<file path="src/rtl/supply_reset_pkg.sv">
package supply_reset_pkg;

  typedef struct packed {
    logic on;
    logic io;
    logic mem;
  } supply_flags_t;

  function automatic logic flags_ok(supply_flags_t f);
    return f.on & f.io & f.mem;
  endfunction

endpackage

</file>
<file path="src/rtl/flag_sync.sv">
module flag_sync #(
  parameter int STAGES = 2,
  parameter int WIDTH  = 3
) (
  input  logic             clk,
  input  logic             rst,
  input  logic [WIDTH-1:0] d,
  output logic [WIDTH-1:0] first_q,
  output logic [WIDTH-1:0] last_q
);

  genvar b;
  generate
    for (b = 0; b < WIDTH; b++) begin : g_bit
      logic [STAGES-1:0] chain;
      always_ff @(posedge clk) begin
        if (rst) chain <= '0;
        else     chain <= {chain[STAGES-2:0], d[b]};
      end
      assign first_q[b] = chain[0];
      assign last_q[b]  = chain[STAGES-1];
    end
  endgenerate

endmodule

</file>
<file path="src/rtl/release_timer.sv">
module release_timer #(
  parameter int SET_W       = 8,
  parameter int UNIT_CYCLES = 16
) (
  input  logic             clk,
  input  logic             rst,
  input  logic             run,
  input  logic [SET_W-1:0] setting,
  output logic             done
);

  localparam int CNT_W = SET_W + $clog2(UNIT_CYCLES) + 1;

  logic [CNT_W-1:0] target;
  logic [CNT_W-1:0] cnt_q;

  assign target = CNT_W'(setting) * CNT_W'(UNIT_CYCLES);

  always_ff @(posedge clk) begin
    if (rst || !run)        cnt_q <= '0;
    else if (cnt_q < target) cnt_q <= cnt_q + 1'b1;
  end

  assign done = run && (cnt_q >= target);

endmodule

</file>
<file path="src/rtl/supply_reset_gen.sv">
module supply_reset_gen
  import supply_reset_pkg::*;
#(
  parameter int SYNC_STAGES = 2,
  parameter int SET_W       = 8,
  parameter int UNIT_CYCLES = 16
) (
  input  logic             clk,
  input  logic             rst,
  input  logic             power_on,
  input  logic             io_good,
  input  logic             mem_good,
  input  logic [SET_W-1:0] delay_setting,
  output logic             reset_n
);

  localparam int NFLAGS = $bits(supply_flags_t);

  supply_flags_t raw_flags;
  supply_flags_t early_flags;
  supply_flags_t safe_flags;
  logic          timer_done;
  logic          reset_n_q;

  assign raw_flags = '{on: power_on, io: io_good, mem: mem_good};

  flag_sync #(
    .STAGES(SYNC_STAGES),
    .WIDTH (NFLAGS)
  ) sync_i (
    .clk    (clk),
    .rst    (rst),
    .d      (raw_flags),
    .first_q(early_flags),
    .last_q (safe_flags)
  );

  release_timer #(
    .SET_W      (SET_W),
    .UNIT_CYCLES(UNIT_CYCLES)
  ) timer_i (
    .clk    (clk),
    .rst    (rst),
    .run    (flags_ok(safe_flags)),
    .setting(delay_setting),
    .done   (timer_done)
  );

  // Release needs the fully synchronized count; a fault only needs to be
  // seen by the first stage, which the output flop then retimes.
  always_ff @(posedge clk) begin
    if (rst) reset_n_q <= 1'b0;
    else     reset_n_q <= timer_done & flags_ok(early_flags);
  end

  assign reset_n = reset_n_q;

endmodule

</file>
<file path="config.mk">
export PLATFORM = sky130hd
export DESIGN_NAME = supply_reset_gen
export DESIGN_NICKNAME = d
export VERILOG_FILES = /design/src/rtl/supply_reset_pkg.sv /design/src/rtl/flag_sync.sv /design/src/rtl/release_timer.sv /design/src/rtl/supply_reset_gen.sv
export SDC_FILE = /design/constraint.sdc
export NUM_CORES = 1
export LEC_CHECK = 0
export CAP_MARGIN = 20
export CORE_MARGIN = 4
export CORE_UTILIZATION = 45
export DETAILED_ROUTE_END_ITERATION = 12
export DONT_BUFFER_PORTS = 1
export GPL_TIMING_DRIVEN = 0
export PLACE_DENSITY = 0.63
export SETUP_SLACK_MARGIN = 0.5
export SLEW_MARGIN = 20
export SYNTH_ARGS = -nofsm -noshare
export SYNTH_HDL_FRONTEND = slang
export SYNTH_HIERARCHICAL = 1
export SYNTH_SLANG_ARGS = --single-unit
</file>
<file path="constraint.sdc">
create_clock -name clk -period 2 [get_ports clk]
set_input_delay 0.2 -clock clk [delete_from_list [all_inputs] [get_ports clk]]
set_output_delay 0.2 -clock clk [all_outputs]
set_load 0.005 [all_outputs]
</file>
# After elaboration in Yosys (flattened, before gate mapping)
# Cells that the tools add are included.
[totals] ff_bits=20 inputBits=13 output_inout_bits=1
[classes] add_sub_neg=1 order_cmp=2 bitwise=5 reduce_logical=3
[ops] cell="adder 13 x 1 -> 13 bit (second input constant)" n=1
[ops] cell="greater-or-equal comparator 13 x 12 -> 1 bit" n=1
[ops] cell="< comparator 13 x 12 -> 1 bit" n=1
[ops] cell="bitwise AND 1 bit" n=5
[ops] cell="logical AND 1 bit" n=1
[ops] cell="zero test 1 bit" n=1
[ops] cell="logical OR 1 bit" n=1

# Depth between registers and ports, before layout
[logic_depth] depth_word=4 depth_mapped=9 mapped_depth_nobuf=8

# Hierarchy
# Netlist, hierarchy kept.
[by_module_without_submodules] module="release_timer" n_inst=1 cells_each=106 area_per_inst_um2=963.4 seq_area_each_um2=260.2
[by_module_without_submodules] module="flag_sync" n_inst=1 cells_each=12 area_per_inst_um2=157.7 seq_area_each_um2=120.1
[by_module_without_submodules] module="supply_reset_gen" n_inst=1 cells_each=4 area_per_inst_um2=36.3 seq_area_each_um2=20.0

# Worst setup path after synthesis
# OpenSTA, ideal clock, no wires.
[synth_timing] kind="register -> register" from="reg timer_i.cnt_q[10]" to="reg timer_i.cnt_q[2]" setup_time_ns=0.116 arrival_ns=1.683 t_required_ns=1.884 path_slack_ns=0.201 path_stages_with_launch=8 synth_period_minus_slack_ns=1.799 cell_sequence="dfxtp_1 ha_1 a21o_1 a211o_1 buf_6 a21oi_2 a21oi_1 a31o_1"
[synth_via] elab_chain_len=1
[synth_lines] element="start, declared" line_no="release_timer.sv:15" rtl="logic [CNT_W-1:0] cnt_q;"
[synth_lines] element="start signal, assigned" line_no="release_timer.sv:21" rtl="else if (cnt_q < target) cnt_q <= cnt_q + 1'b1;"
[synth_lines] element="< comparator 13 x 12 -> 1 bit" line_no="release_timer.sv:21"
# No other way between the ends.
# A chain may end at the register's enable or synchronous reset.

# Final worst setup path
# Ends and elaborated chain as after synthesis.

==> impl_results.md <==
- WL/cell: about 13 um
- Initial core utilization: between 40% and 50%
- Crit Path Max Fanout: 9
- Clock-pin slew on the worst setup and hold paths: ~130 ps
- Worst endpoint required time: 2220 ps
- Vias in the first global route: 860
- Power Density: ~490 nW/um2
- Worst setup path startpoint: timer_i/cnt_q[10]
- Most frequent cells in the layout: dfxtp_1, nor2_1, inv_1, nand2_1, xnor2_1
- Post-synthesis sequential area ratio: about 35%
- FF+latch count, synth: 20
- Initial antenna violation count: 0
- Ys Warns: 6
- Worst EP arrival: 2000 ps
- Core ar.: 2450 um2
- WL final: about 2200 um
- Synth cell types: 30
- Share of post-route cells with drive strength above 1: 26.8%
- Critical Path Source Type: register
- Worst r2r src: timer_i/cnt_q[10]
- Max-slew headroom: about two thirds
- Inserted Clock Buffers: 3
- Final ANT Viol Nets: 0
- Slew Limit Fails: 0
- Area of the mapped netlist: approximately 1200 um2
- Area grow syn2layout: 29.2%
- Period utilization: between 80% and 90%
- Die area: ~3400 um2
- Die Ht: 58.7 um
- Ant diodes: 0
- Max cap viols: 0
- Ys async rst share: 0%
- Kind of critical path: register to register
- GP Congestion: 0.784
- Cells after Synth: roughly 120
- Share of the synthesized area in the top cell type: approximately a third
- Fmax: roughly 560 MHz
- Post-DP HPWL: roughly 1500 um
- Longest Clk Path Bufs: 2
- Synth area leader: dfxtp_1
- Status: completed
- IO Pins: 14
- LEAKAGE: approximately 0.52 nW
- Tmin final: 1780 ps
- HP Class: primary input to register
- Die width: 58.7 um
- GR Util All Layers: between 10% and 20%
- Endpoints failing setup: 0
- Predominant post-synthesis flop cell: dfxtp_1
- PortBufs: 0
- Initial DRC count: 12
- Slew @ Worst Pin: ~520 ps
- Syn Area/Cell: between 9 and 10 um2
- DRC viols: 0
- Final hold violations: 0
- Post-synth EDFFs: 0
- Largest net degree at the start of global routing: 13
- First-pass GRT wire length: a little under 4000 um
- CTS root buffer: clkbuf_4
- Syn nets: roughly 150
- Peak supply drop: 0.386 mV
- Skew final: around 3.1 ps
- Vias/cell: roughly 5.3
- Total negative slack: 0 ps
- Setup crit end kind: register
- Htree depth: 1
- Total grt overflow: 0
- Area contributors post-synth: dfxtp_1, ha_1, xnor2_1
- Rows: 18
- Hold wc startpoint: rst
- Sink Count: 20
- Final #Nets: approximately 160
- Clock Latency Late Sink: 310 ps
- Most common cell after layout, fill and taps aside: dfxtp_1
- Drt first pass iters: 4
- RSZ-0062 raised after global routing: yes
- Routed via count: about 900
- Pwr Total: ~740 uW
- CTS tree: built
[area by class of cell]
type / instances / area, um2
inverters: 11 / 41.3
plain buffers: 4 / 31.3
well taps: 30 / 37.5
multi-input cells: 87 / 812
fillers: 218 / 960
repair buffers: 12 / 108
clock buffers: 4 / 47.5
flip-flops and latches: 20 / 418
[flip-flops by register name (all words and copies together) (netlist names)]
signal	flops
reset_n	1
sync_i/g_bit.chain	6
timer_i/cnt_q	13
[metal layers]
metal  vias up  wire length, um  global-route usage (%)
li1        458                -                       -
met1       426             1060                    19.6
met2        12             1080                    24.1
met3         2               51                    2.63
met4         0               14                    4.85
met5         -                0                       0
[synth_stat cells, types with 2 or more instances]
| master | number |
|---|---|
| nand4_1 | 3 |
| a21oi_2 | 3 |
| dfxtp_1 | 20 |
| nand3_1 | 6 |
| nor4_1 | 2 |
| nand2_1 | 11 |
| a21oi_1 | 2 |
| ha_1 | 10 |
| mux2i_1 | 2 |
| nor2_1 | 13 |
| nor2b_1 | 7 |
| a211oi_1 | 3 |
| a2111oi_4 | 2 |
| a2111oi_2 | 3 |
| buf_2 | 2 |
| inv_1 | 11 |
| xnor2_1 | 9 |
[metrics by stage]
stage / hold WS [ps] / cell area (um2) / instances / util (%) / worst slack [ps]
finish: 81.8 / 1500 / 168 / 60.9 / 218
global route: 77.6 / 1500 / 168 / 60.9 / 105
CTS: 7.15 / 1450 / 165 / 59.2 / 211
detailed placement: 274 / 1300 / 152 / 53.0 / 107
global placement: 273 / 1300 / 152 / 53.0 / 110
floorplan: 272 / 1260 / 122 / - / 301
[report_power, final]
group	leakage [nW]	switching, mW	total (mW)	internal (mW)
registers	0.167	0.00166	0.400	0.398
clock network	0.0261	0.140	0.293	0.153
logic	0.328	0.0234	0.0454	0.0219
total	0.521	0.166	0.738	0.573
[path summary, 6_finish.rpt]
check,endpoint,slack [ps],cells after the start
hold / removal,timer_i/cnt_q[11],80,3
setup / recovery,timer_i/cnt_q[2],220,7
setup reg to reg,timer_i/cnt_q[2],220,7
hold reg to reg,sync_i/g_bit[2].chain[1],470,1
[kinds of logic (layout without fill, tap and decap cells)]
kind of cell             count (synthesis)  in the layout  synth area share (%)
multiplexers                             2              2                  1.73
adder cells (fa/ha/maj)                 10             10                  10.8
AND/OR/NAND/NOR                         48             48                  21.5
AO/OA/AOI/OAI                           18             18                  18.8
buffers and inverters                   15             31                  5.73
flip-flops                              20             20                  34.6
XOR/XNOR                                 9              9                  6.81
[worst max-delay path, stage by stage, from the launching register on]
cell     delay [ps]
dfxtp_4         380
ha_4            230
a21o_1          150
a211o_1         260
buf_6           170
a21oi_4         230
a21oi_1         100
a31o_1          180
[repair_timing]
action	in CTS	in global routing
hold buffers	1	3
buffers inserted	8	0
gates resized for setup	10	2
endpoints found under the setup margin	14	14
hold endpoints to repair	7	3
pin swaps	7	4
(Power assumes the default switching activity.)
